**src/rtl/hl_pkg.sv**
```systemverilog
package hl_pkg;
   typedef enum logic [3:0] {
      S_CMD, S_ECHO, S_ERR, S_SEEK, S_FIELD, S_SUMH, S_SUML, S_DONE, S_HALT
   } ld_state_t;

   typedef enum logic [2:0] {
      F_LEN, F_AH, F_AL, F_TYP, F_DAT, F_CK
   } fld_t;

   localparam logic [7:0] CMD_LOAD  = 8'h60;
   localparam logic [7:0] CMD_BAD   = 8'h63;
   localparam logic [7:0] START_CH  = 8'h3A;
   localparam logic [7:0] TYP_DATA  = 8'h00;
   localparam logic [7:0] TYP_END   = 8'h01;
endpackage

```
**src/rtl/hl_ascii_dec.sv**
```systemverilog
module hl_ascii_dec #(
   parameter bit LOWER_OK = 1'b1
) (
   input  logic [7:0] ch,
   output logic [3:0] nib,
   output logic       ok
);
   logic is_dig, is_up;

   always_comb begin
      is_dig = (ch >= 8'h30) && (ch <= 8'h39);
      is_up  = (ch >= 8'h41) && (ch <= 8'h46);
      nib    = is_dig ? ch[3:0] : (ch[3:0] + 4'd9);
   end

   generate
      if (LOWER_OK) begin : g_lower
         logic is_lo;
         always_comb begin
            is_lo = (ch >= 8'h61) && (ch <= 8'h66);
            ok    = is_dig || is_up || is_lo;
         end
      end else begin : g_upper_only
         always_comb ok = is_dig || is_up;
      end
   endgenerate
endmodule

```
**src/rtl/hl_sum.sv**
```systemverilog
module hl_sum #(
   parameter int SW = 16
) (
   input  logic          clk,
   input  logic          rst_n,
   input  logic          add_en,
   input  logic [7:0]    add_val,
   output logic [SW-1:0] sum
);
   initial assert (SW >= 8) else $error("hl_sum: SW must be at least 8");

   always_ff @(posedge clk) begin
      if (!rst_n)      sum <= '0;
      else if (add_en) sum <= sum + SW'(add_val);
   end

   p_sum_hold_r11: assert property (@(posedge clk) disable iff (!rst_n)
      !add_en |=> $stable(sum));
endmodule

```
**src/rtl/hexram_loader.sv**
```systemverilog
module hexram_loader #(
   parameter int AW         = 12,
   parameter int ERR_REPEAT = 3,
   parameter bit LOWER_OK   = 1'b1
) (
   input  logic          clk,
   input  logic          rst_n,
   input  logic          rx_valid,
   input  logic [7:0]    rx_data,
   input  logic          rx_err,
   output logic          tx_valid,
   output logic [7:0]    tx_data,
   input  logic          tx_ready,
   output logic          ram_we,
   output logic [AW-1:0] ram_addr,
   output logic [7:0]    ram_wdata,
   output logic          done,
   output logic [15:0]   jump_addr,
   output logic          halted
);
   import hl_pkg::*;

   localparam int SUM_W = 16;
   localparam int ECW   = $clog2(ERR_REPEAT + 1);

   initial assert (AW >= 8 && AW <= 16) else $error("hexram_loader: AW out of 8..16");
   initial assert (ERR_REPEAT >= 1) else $error("hexram_loader: ERR_REPEAT must be >= 1");

   ld_state_t        st;
   fld_t             fld;
   logic             lo_ph;
   logic [3:0]       hi_nib;
   logic [7:0]       len, cnt, sum8;
   logic [15:0]      rec_addr;
   logic             is_end, first_seen;
   logic [ECW-1:0]   err_cnt;
   logic [3:0]       nib;
   logic             hex_ok;
   logic [7:0]       byte_now;
   logic             byte_done;
   logic [AW-1:0]    dat_addr;
   logic [SUM_W-1:0] sum16;

   hl_ascii_dec #(.LOWER_OK(LOWER_OK)) dec_i (
      .ch (rx_data), .nib (nib), .ok (hex_ok)
   );

   always_comb begin
      byte_now  = {hi_nib, nib};
      byte_done = (st == S_FIELD) && rx_valid && !rx_err && hex_ok && lo_ph;
      dat_addr  = rec_addr[AW-1:0] + AW'(cnt);
   end

   hl_sum #(.SW(SUM_W)) sum_i (
      .clk (clk), .rst_n (rst_n),
      .add_en (byte_done && (fld == F_DAT)),
      .add_val (byte_now),
      .sum (sum16)
   );

   always_ff @(posedge clk) begin
      if (!rst_n) begin
         st         <= S_CMD;
         fld        <= F_LEN;
         lo_ph      <= 1'b0;
         hi_nib     <= '0;
         len        <= '0;
         cnt        <= '0;
         sum8       <= '0;
         rec_addr   <= '0;
         is_end     <= 1'b0;
         first_seen <= 1'b0;
         jump_addr  <= '0;
         err_cnt    <= '0;
         ram_we     <= 1'b0;
         ram_addr   <= '0;
         ram_wdata  <= '0;
      end else begin
         ram_we <= 1'b0;
         case (st)
            S_CMD: if (rx_valid) begin
               if (rx_err)                   st <= S_HALT;
               else if (rx_data == CMD_LOAD) st <= S_ECHO;
               else begin
                  st      <= S_ERR;
                  err_cnt <= '0;
               end
            end
            S_ECHO: if (tx_ready) st <= S_SEEK;
            S_ERR: if (tx_ready) begin
               if (err_cnt == ECW'(ERR_REPEAT - 1)) st <= S_HALT;
               else err_cnt <= err_cnt + 1'b1;
            end
            S_SEEK: if (rx_valid) begin
               if (rx_err) st <= S_HALT;
               else if (rx_data == START_CH) begin
                  st    <= S_FIELD;
                  fld   <= F_LEN;
                  lo_ph <= 1'b0;
                  sum8  <= '0;
               end
            end
            S_FIELD: if (rx_valid) begin
               if (rx_err || !hex_ok) st <= S_HALT;
               else if (!lo_ph) begin
                  hi_nib <= nib;
                  lo_ph  <= 1'b1;
               end else begin
                  lo_ph <= 1'b0;
                  sum8  <= sum8 + byte_now;
                  case (fld)
                     F_LEN: begin len <= byte_now; fld <= F_AH; end
                     F_AH:  begin rec_addr[15:8] <= byte_now; fld <= F_AL; end
                     F_AL:  begin rec_addr[7:0]  <= byte_now; fld <= F_TYP; end
                     F_TYP: begin
                        cnt <= '0;
                        if (byte_now == TYP_DATA) begin
                           is_end <= 1'b0;
                           if (!first_seen) begin
                              first_seen <= 1'b1;
                              jump_addr  <= rec_addr;
                           end
                           fld <= (len == 8'd0) ? F_CK : F_DAT;
                        end else if (byte_now == TYP_END && len == 8'd0) begin
                           is_end <= 1'b1;
                           fld    <= F_CK;
                        end else st <= S_HALT;
                     end
                     F_DAT: begin
                        ram_we    <= 1'b1;
                        ram_addr  <= dat_addr;
                        ram_wdata <= byte_now;
                        cnt       <= cnt + 8'd1;
                        if (cnt == len - 8'd1) fld <= F_CK;
                     end
                     default: begin
                        if ((sum8 + byte_now) != 8'd0) st <= S_HALT;
                        else if (is_end)               st <= S_SUMH;
                        else                           st <= S_SEEK;
                     end
                  endcase
               end
            end
            S_SUMH: if (tx_ready) st <= S_SUML;
            S_SUML: if (tx_ready) st <= S_DONE;
            default: ;
         endcase
      end
   end

   always_comb begin
      tx_valid = 1'b1;
      tx_data  = 8'h00;
      case (st)
         S_ECHO: tx_data = CMD_LOAD;
         S_ERR:  tx_data = CMD_BAD;
         S_SUMH: tx_data = sum16[15:8];
         S_SUML: tx_data = sum16[7:0];
         default: tx_valid = 1'b0;
      endcase
      done   = (st == S_DONE);
      halted = (st == S_HALT);
   end

   p_tx_hold_r14: assert property (@(posedge clk) disable iff (!rst_n)
      tx_valid && !tx_ready |=> tx_valid && $stable(tx_data));
   p_halt_sticky_r13: assert property (@(posedge clk) disable iff (!rst_n)
      halted |=> halted);
   p_halt_quiet_r13: assert property (@(posedge clk) disable iff (!rst_n)
      halted |-> !tx_valid && !ram_we);
   p_done_hold_r12: assert property (@(posedge clk) disable iff (!rst_n)
      done |=> done && $stable(jump_addr));
   p_done_not_halt_r12: assert property (@(posedge clk) disable iff (!rst_n)
      !(done && halted));
endmodule

```
**config.mk**
```make
export PLATFORM = sky130hd
export DESIGN_NAME = hexram_loader
export DESIGN_NICKNAME = d
export VERILOG_FILES = /design/src/rtl/hl_pkg.sv /design/src/rtl/hl_ascii_dec.sv /design/src/rtl/hl_sum.sv /design/src/rtl/hexram_loader.sv
export SDC_FILE = /design/constraint.sdc
export NUM_CORES = 1
export LEC_CHECK = 0
export BUFFER_PORTS_ARGS = -buffer_cell sky130_fd_sc_hd__buf_2
export CAP_MARGIN = 20
export CORE_MARGIN = 3
export CORE_UTILIZATION = 50
export DETAILED_ROUTE_END_ITERATION = 10
export PLACE_DENSITY = 0.77
export SYNTH_ARGS = -nofsm -noshare
export SYNTH_HDL_FRONTEND = slang
export SYNTH_SLANG_ARGS = --single-unit
```
**constraint.sdc**
```tcl
create_clock -name clk -period 5.1 [get_ports clk]
set_clock_uncertainty 0.05 [all_clocks]
set_input_delay 1.02 -clock clk [delete_from_list [all_inputs] [get_ports clk]]
set_output_delay 1.02 -clock clk [all_outputs]
set_load 0.03 [all_outputs]
```
* Word-level counts from Yosys, hierarchy flattened
Cells that the tools add are included.
W data, S select, Z words.
** Storage, ports and cells
- Register bits :: 109
- Latch bits :: 0
- RAM bits :: 0
- Bits in read-only memories :: 0
- Output and inout bits :: 48
- Word-level logic and storage cells :: 176
- Memories kept :: 0
** Operators by class
- Add/subtract/negate cells :: 7
- Multiply operators :: 0
- Div/mod/pow operators :: 0
- Magnitude comparators :: 6
- Equal/unequal tests :: 40
- Shift-type cells :: 0
- Multiplexer cells :: 59
- Bitwise operators :: 6
- Reductions and logical operators :: 41
** Operators by type and width (count)
- $mux W4 :: 17
- $mux W8 :: 6
- $pmux W8 S2 :: 2
- $pmux W8 S4 :: 1
- $mux W3 :: 10
- $ne A2 B2 Y1 const B :: 15
- $pmux W4 S7 :: 1
- $reduce_and A5 Y1 :: 5
- $reduce_and A6 Y1 :: 4
- $add A16 B8 Y16 :: 1
- $eq A4 B3 Y1 const B :: 4
- $ge A8 B7 Y1 const B :: 2
- $le A8 B7 Y1 const B :: 2
- $logic_not A8 Y1 :: 2
- $pmux W3 S5 :: 1
- $reduce_and A14 Y1 :: 1
- $reduce_and A7 Y1 :: 2
- $add A12 B8 Y12 :: 1
- $mux W2 :: 6
- $ne A4 B4 Y1 const B :: 3
- $mux W1 :: 11
- $reduce_and A10 Y1 :: 1
- $logic_and A1 B1 Y1 :: 9
- $ne A3 B2 Y1 const B :: 3
- other kinds (35) :: 49

* Depth between registers and ports, before layout
Gate-level depths: netlist of the first run.
- Depth after elaboration :: 12
- Gate-level depth with buffers :: 15

* Modules after synthesis
From an unflattened synthesis of the first run, not the netlist that was laid out.
** Second synthesis, totals
- Cell total of the unflattened synthesis :: 840
- Area total of the unflattened synthesis :: 6593.8 sq um
** Modules (own cells, without submodules)
- hexram_loader :: times used 1, cells each 685, area each 5202.5 sq um, sequential area each 1861.8 sq um
- hl_sum :: times used 1, cells each 135, area each 1191.1 sq um, sequential area each 320.3 sq um
- hl_ascii_dec :: times used 1, cells each 20, area each 200.2 sq um, sequential area each 0.0 sq um

* Worst setup path before layout of the first run
Ideal clock, no wire load.
- Path type :: input port to flip-flop
- Start point :: in rx_data[6]
- End point :: reg st[3]
- Library setup time :: 0.117 ns
- Data arrival time :: 4.436 ns
- Data required time :: 4.933 ns
- Path slack :: 0.496 ns
- Stages on the path :: 13
- Buffers on the path :: 0
- Cells stage by stage :: nor4bb_1 > o22ai_1 > nor2_1 > ha_1 > inv_1 > fa_1 > and3b_1 > o21ai_0 > a2111oi_0 > nand4_1 > or3_1 > or3_1 > a32o_1
** On the way
- Longest elaborated chain between the ends :: 11
- Elaborated cells on any way between the ends :: 32
- Those cells by class :: add/sub (1); order compare (6); eq/ne (7); mux (7); reduce/logical (11)
** RTL lines
- start: declaration :: line hexram_loader.sv:9 : input logic [7:0] rx_data,
- $ge A8 B6 Y1 / $le A8 B6 Y1 (equally long branches) :: line hl_ascii_dec.sv:11 : is_dig = (ch >= 8'h30) && (ch <= 8'h39);
- $logic_and A1 B1 Y1 * :: line hl_ascii_dec.sv:11
- $mux W4 * :: line hl_ascii_dec.sv:13 : nib = is_dig ? ch[3:0] : (ch[3:0] + 4'd9);
- net dec_i.nib[0] :: line hl_ascii_dec.sv:5 : output logic [3:0] nib,
- $add A8 B8 Y8 :: line hexram_loader.sv:137 : if ((sum8 + byte_now) != 8'd0) st <= S_HALT;
- $reduce_bool A8 Y1 :: line hexram_loader.sv:137
- $mux W4 :: line hexram_loader.sv:137
- $pmux W4 S2 :: line hexram_loader.sv:111 : case (fld)
- $mux W4 :: line hexram_loader.sv:105 : else if (!lo_ph) begin
- $mux W4 :: line hexram_loader.sv:104 : if (rx_err || !hex_ok) st <= S_HALT;
- $mux W4 :: line hexram_loader.sv:103 : S_FIELD: if (rx_valid) begin
- $pmux W4 S7 :: line hexram_loader.sv:80 : case (st)
- end signal: assignment :: line hexram_loader.sv:82 : if (rx_err) st <= S_HALT;
- end signal: assignment :: line hexram_loader.sv:83 : else if (rx_data == CMD_LOAD) st <= S_ECHO;
- end signal: assignment :: line hexram_loader.sv:104
- end: declaration :: line hexram_loader.sv:29 : ld_state_t st;
The timed path passes the listed nets; every way through them passes the cells marked *. The select of a mux whose other input is x is not followed.
A chain may end at the register's enable or synchronous reset.

* Final worst setup path of the first run
- Start point :: in rx_data[0]
- End point :: reg st[3]
** On the way
- Longest elaborated chain between the ends :: 11
- Elaborated cells on any way between the ends :: 33
- Those cells by class :: add/sub (2); order compare (6); eq/ne (7); mux (7); reduce/logical (11)
** RTL lines (line)
- $ge A8 B6 Y1 / $le A8 B6 Y1 (equally long branches) :: hl_ascii_dec.sv:11
- $logic_and A1 B1 Y1 :: hl_ascii_dec.sv:11
- $mux W4 * :: hl_ascii_dec.sv:13
- net dec_i.nib[2] :: hl_ascii_dec.sv:5
- $add A8 B8 Y8 :: hexram_loader.sv:137
- $reduce_bool A8 Y1 :: hexram_loader.sv:137
- $mux W4 :: hexram_loader.sv:137
- $pmux W4 S2 :: hexram_loader.sv:111
- $mux W4 :: hexram_loader.sv:105
- $mux W4 :: hexram_loader.sv:104
- $mux W4 :: hexram_loader.sv:103
- $pmux W4 S7 :: hexram_loader.sv:80
Marked as above.

==> run metrics, run 1 <==
status complete, no violations; worst r2r dst len[3]$_SDFFE_PN0P_; Sum Neg Setup Slack 0 ns; DR vias/cell slightly below 6; die extent in x approximately 120 um; Multi-input gate area 3920 um^2; area grow syn2layout 11.7%; largest fanout on the critical path 6; HP Class flop to flop; post-synthesis sequential area ratio between 30 and 40%; Post-Syn Area 6400 um^2; Yosys top cell area share approximately a third; PortBufs 60; period utilisation layout roughly 92%; vias in the first global route between 5000 and 6000; Skew-Pair Late Insertion Delay approximately 0.35 ns; pre-CTS setup slack approximately 0.11 ns; CP Class input pin to flop; Overall Power just under 2 mW; Critical Path RT about 5.3 ns; relative max-transition margin around 43%; cts hold-fix bufs 0; max incr delay on CP approximately 0.45 ns; CP Data Arrival Time about 4.9 ns; per-cell routed wire length 16.0 um; non-filler cells, final about 1000; Worst R2R Setup Slack 1.62 ns; kind of start point of the critical path input pin; share of cells above drive strength 1 roughly an eighth; Register-to-Register Path Depth 7; endpoint class of the critical path flop; Net Count, Synth between 800 and 900; EDFF count, synth 0; leak pwr approximately 2.8 nW; dominant cell type by area after synthesis dfxtp_1; Worst-Margin Slew between 0.8 and 0.9 ns; Hold Crit Endpoint jump_addr[10]$_SDFFE_PN0P_; reg-to-reg critical path startpoint st[2]$_SDFFE_PN0P_; Peak VDD IR approximately 0.22 mV; Residual DRC 0; routed wire length between 15000 and 20000 um; CTS buffer count 9; Yosys Warn Count 0; worst hold stages 2; Max-cap violations 0; H-tree levels 3; number of I/O pins 61; CTS tree done; Avg Inst Size Synth a little under 8 um^2; CP most frequent cell or3_1; die footprint approximately 14000 um^2; Starting Density a little over half; final setup fails 0; Yosys cell types between 60 and 70; number of diodes 0; crit-path cells buf_2, inv_1, ha_1, o21bai_1, a21oi_1, o31a_1, inv_1, ha_1, and3b_1, or3_1, a2111oi_0, nand4_1, or3_1, or3_1, a32o_1; Die Ht roughly 120 um; CTS sink count around 110; clock tree root buffer cell clkbuf_16; Final #Nets 909; FMAX 214 MHz; Crit-path slowest cell or3_1; Core Area 12300 um^2; Cells after DPL roughly 1000; RSZ-0062 raised after global routing no; post-cts sizing count 0; initial drt markers 456; post-DP HPWL 11800 um; max-slew violations 0; first-pass GRT wire length ~28000 um; Final Hold Vio Count 0; asr flop ratio synth 0%; Filler cells 1152; pin count of the biggest net entering global routing 73; initial antenna violation count 0; DR pass1 iterations 4; clock tree buffer depth 2; Yosys reg bits approximately 110; GRT Residual Overflow 0; final worst-path setup slack 0.418 ns; Final ANT Viol Nets 0; register area 2180 um^2; RePlAce Congestion between 0.8 and 0.9; Setup Fix Bufs, Post-CTS 0; PwrDens 269 nW/um^2; gr usage total a little under a quarter; # rows 40; Final min period roughly 4.7 ns; vias 5984; Worst-path clk slew 0.08 ns; synth top area cells dfxtp_1 (34%), ha_1 (6.6%), a21oi_1 (5.4%), nand2_1 (5.3%), nor2_1 (5.2%); hold wc startpoint jump_addr[10]$_SDFFE_PN0P_; Mapped Cells about 820; Synth Flop Type dfxtp_1; hold slack 0.406 ns
worst max-delay path, delay by kind of cell:
kind                       cells  cell delay [ns]
AOI/OAI and AO/OA              5             1.53
adders and majority gates      2             0.49
and+or+nand+nor                5             1.51
buffers and inverters          3             0.33
logic make-up after synthesis:
| family | after synthesis | share of synthesized area [%] |
|---|---|---|
| xor+xnor | 34 | 4.65 |
| compound gates | 210 | 20.7 |
| mux | 19 | 2.97 |
| simple gates | 327 | 25.0 |
| fa+ha+maj | 37 | 7.58 |
| flops | 109 | 34.1 |
| buf+inv | 83 | 5.04 |
routing by layer:
layer,GRT usage (%),share of wire (%),wire length (um)
met1,33.1,47,7710
met2,36.9,46,7660
met3,3.85,5.2,868
met4,7.31,1.9,316
met5,0,0,0
registers in the layout, indices dropped and copies added, names as in the netlist, 2 cells and up:
name	cells
cnt	8
err_cnt	2
fld	3
hi_nib	4
jump_addr	16
len	8
ram_addr	12
ram_wdata	8
rec_addr	16
st	4
sum8	8
sum_i.sum	16
area by class of cell:
cell class	instances	area share, %
well taps	168	2.94
clock inverters	7	1.07
flip-flops and latches	109	30.5
repair buffers	72	5.53
clock buffers	9	3.15
inverters	40	2.10
multi-input cells	627	54.7
synth_stat cells, types with 19 or more instances:
master    instances
nand2_1          90
a211oi_1         20
inv_1            39
dfxtp_1         109
ha_1             34
mux2i_1          19
xnor2_1          24
nor2_1           88
clkbuf_1         34
a21oi_1          69
o21ai_0          54
nand3_1          46
placed cells by master (no fill, tap or decap), drive strengths merged, types with 6 or more instances in the layout:
master and instances:
dfxtp 109, a22oi 6, a31oi 7, and2 6, nor4b 6, o211ai 8
ha 34, mux2i 19, nor4 10, a21o 8, nand2b 7, or3 9
and3 6, o21ai 55, nor2 88, nor2b 9, xnor2 24, inv 44
a211oi 20, nand4 9, xor2 10, clkbuf 9, nor3 16, nand3 46
buf 71, nand2 90, a21oi 69
worst max-delay path by stage:
stage	slack, ns	depth (start not counted)	from	to
detailed placement	0.11	15	rx_data[0]	st[3]$_SDFFE_PN0P_
CTS	0.46	15	rx_data[0]	st[3]$_SDFFE_PN0P_
finish	0.42	15	rx_data[0]	st[3]$_SDFFE_PN0P_
floorplan	0.50	13	rx_data[6]	st[3]$_SDFFE_PN0P_
global placement	0.19	15	rx_data[0]	st[3]$_SDFFE_PN0P_
global route	0.18	15	rx_data[0]	st[3]$_SDFFE_PN0P_
power by group:
group,switching (mW),internal (mW)
sequential,0.0406,0.860
clock,0.356,0.350
combinational,0.195,0.119
total,0.592,1.33
stage by stage:
stage	area (um^2)	utilization [%]
2_1_floorplan	6400	-
3_3_place_gp	6840	55.8
3_5_place_dp	6840	55.8
4_1_cts	7140	58.2
5_1_grt	7150	58.3
6_report	7150	58.3
Note: power is estimated with default switching activity, not from simulation.
==> run 2: changes to the inputs <==
--- a/config.mk
+++ b/config.mk
@@ -7,10 +7,11 @@
 export LEC_CHECK = 0
 export BUFFER_PORTS_ARGS = -buffer_cell sky130_fd_sc_hd__buf_2
 export CAP_MARGIN = 20
+export CORE_ASPECT_RATIO = 1.4
 export CORE_MARGIN = 3
 export CORE_UTILIZATION = 50
 export DETAILED_ROUTE_END_ITERATION = 10
-export PLACE_DENSITY = 0.77
+export PLACE_DENSITY = 0.8
 export SYNTH_ARGS = -nofsm -noshare
 export SYNTH_HDL_FRONTEND = slang
 export SYNTH_SLANG_ARGS = --single-unit
==> constraint.sdc (replaced) <==
create_clock -name clk -period 3.9 [get_ports clk]
set_clock_uncertainty 0.05 [all_clocks]
set_input_delay 0.78 -clock clk [delete_from_list [all_inputs] [get_ports clk]]
set_output_delay 0.78 -clock clk [all_outputs]
set_load 0.03 [all_outputs]
==> run metrics, run 2 (synthesis gave the netlist of run 1 again) <==
most common cell after layout, fill and taps aside dfxtp_1; placed inst area 7270 um^2 (+6.3%); per-cell routed wire length 16.2 um (+1.2%); Cells after DPL 1038 (+2.3%); # rows 48 (+20%); CP Class input pin to flop; DR pass1 iterations 6 (+2); first-pass GRT wire length 28400 um (+2.2%); period utilisation layout approximately 100%; post-DP HPWL 12700 um (+7.4%); H-tree levels 3 (unchanged); initial drt markers 444 (-2.6%); Worst-Margin Slew 0.629 ns (-0.221 ns); reg-to-reg critical path startpoint st[1]$_SDFFE_PN0P_; Core Area 12400 um^2 (+1.4%); WL met2 8470 um (+11%); Final Hold Vio Count 0 (unchanged); Die Ht 140 um (+17%); DR vias/cell 5.97 (+2.9%); Worst-path clk slew 0.07 ns (about the same); hold slack 0.399 ns (-0.00711 ns); Pint 1.76 mW (+32%); gr usage total 24.5% (+0.99 points); pre-CTS setup slack -0.379 ns (-0.493 ns); register share of total power 45.4% (-1.5 points); logic gate share of total power 20.0% (+3.7 points); non-filler cells, final 1056 (+2.3%); leak pwr 2.95 nW (+7.1%); max-slew violations 0 (unchanged); die footprint 14200 um^2 (+0.14%); fin area 7610 um^2 (+6.4%); cts hold-fix bufs 0 (unchanged); Skew-Pair Late Insertion Delay 0.36 ns (about the same); HP Class flop to flop; pin count of the biggest net entering global routing 49 (-33%); Peak VDD IR 0.194 mV (-13%); initial antenna violation count 0 (unchanged); GRT Residual Overflow 0 (unchanged); CP Data Arrival Time 4.03 ns (-0.86 ns); endpoint class of the critical path flop; area grow syn2layout 18.8%; Top Registers jump_addr: 16 flops, rec_addr: 16 flops, sum_i.sum: 16 flops; die extent in x 102 um (-15%); number of diodes 0 (unchanged); number of I/O pins 61 (unchanged); hold wc startpoint ram_addr[2]$_SDFFE_PN0P_; routed wire length 17100 um (+3.6%); CP Launch Point rx_data[0]; CTS sink count 109 (unchanged); Final #Nets 951 (+4.6%); Multi-input gate area 4090 um^2 (+4.5%); Clk pwr share 34.6% (-2.2 points); kind of start point of the critical path input pin; RePlAce Congestion 0.889 (+3.2%); relative max-transition margin 58.0% (+15 points); RSZ-0062 raised after global routing yes; share of cells above drive strength 1 18.2% (+6.5 points); WL met1 6910 um (-10%); clock tree root buffer cell clkbuf_16; Critical Path RT 4.10 ns (-1.20 ns); vias in the first global route 5915 (+6.5%); FMAX between 200 and 300 MHz; Filler cells 1110 (-3.6%); clock tree buffer depth 2 (unchanged); Util after Layout 61.2% (+2.9 points); Starting Density 51.5% (-0.71 points); DR top layer met4; switching share of power 30.4% (-0.44 points); final setup fails 0 (unchanged); status complete, no violations; Max-cap violations 0 (unchanged); sw power 0.767 mW (+30%); PortBufs 60 (unchanged); Residual DRC 0 (unchanged); most frequent cells in the layout dfxtp_1 (109), nand2_1 (90), nor2_1 (87); CTS buffer count 9 (unchanged); register area 2180 um^2 (unchanged); final worst-path setup slack 0.0614 ns (-0.356 ns); largest fanout on the critical path 3 (-3); vias 6301 (+5.3%); CTS tree done; PwrDens 332 nW/um^2 (+24%); Final min period 3.84 ns; met3 routed WL 947 um (+9.1%); Final ANT Viol Nets 0 (unchanged)
run 2: cell count changes in the layout (fill, tap and decap cells not counted), moves of 4 or more:
cell and delta:
ha_1 -4, ha_4 +4, buf_4 +43, inv_1 -4
run 2: critical path: stages:
cell and delay [ns]:
buf_6 0.09, clkinvlp_4 0.10, ha_4 0.19, o21ba_4 0.23, o211ai_1 0.22, o21a_2 0.22
inv_2 0.06, ha_1 0.28, and3_1 0.21, o2111ai_1 0.20, nand4_1 0.17, a311o_1 0.30
or3_4 0.39, or3_1 0.33, a32o_1 0.26
run 2: final timing paths:
path / endpoint / slack (ns) / cells after the start
setup / recovery: st[3]$_SDFFE_PN0P_ / 0.06 / 15
hold / removal: ram_addr[2]$_SDFFE_PN0P_ / 0.40 / 2
setup reg to reg: jump_addr[15]$_SDFFE_PN0P_ / 0.83 / 9
hold reg to reg: ram_addr[2]$_SDFFE_PN0P_ / 0.40 / 2
run 2: power by group through the flow:
| stage | Combinational, mW | Sequential [mW] | Clock (mW) |
|---|---|---|---|
| 2_1_floorplan | 0.357 | 1.16 | 0 |
| 3_3_place_gp | 0.491 | 1.17 | 0 |
| 3_5_place_dp | 0.497 | 1.17 | 0 |
| 4_1_cts | 0.499 | 1.15 | 0.884 |
| 5_1_grt | 0.557 | 1.15 | 0.930 |
| 6_report | 0.506 | 1.15 | 0.874 |
run 2: area by class of cell:
cell class	count	share of cell area [%]
Inverter	40	2.05
Sequential cell	109	28.7
Tap cell	150	2.47
Clock inverter	5	0.592
Multi-Input combinational cell	627	53.8
Clock buffer	11	3.06
Timing Repair Buffer	114	9.39
run 2: routing by layer:
layer | track usage (%) | vias up
li1 | - | 3087
met2 | 41.3 | 236
met4 | 13.0 | 0
met5 | 0 | -
met3 | 4.09 | 57
met1 | 29.3 | 2921
run 2: what timing repair did:
item                                    in CTS  in global routing
resized for setup                            2                 13
pin swaps                                    2                  2
cloned                                       0                  0
endpoints found under the setup margin       1                  3
buffers inserted                             0                  1
run 2: metrics by stage:
stage,power (mW),setup TNS [ns]
after CTS,2.53,0
after global routing,2.64,-0.103
after detailed placement,1.67,-1.09
after floorplan,1.51,-0.0806
final,2.53,0
after global placement,1.66,-0.532
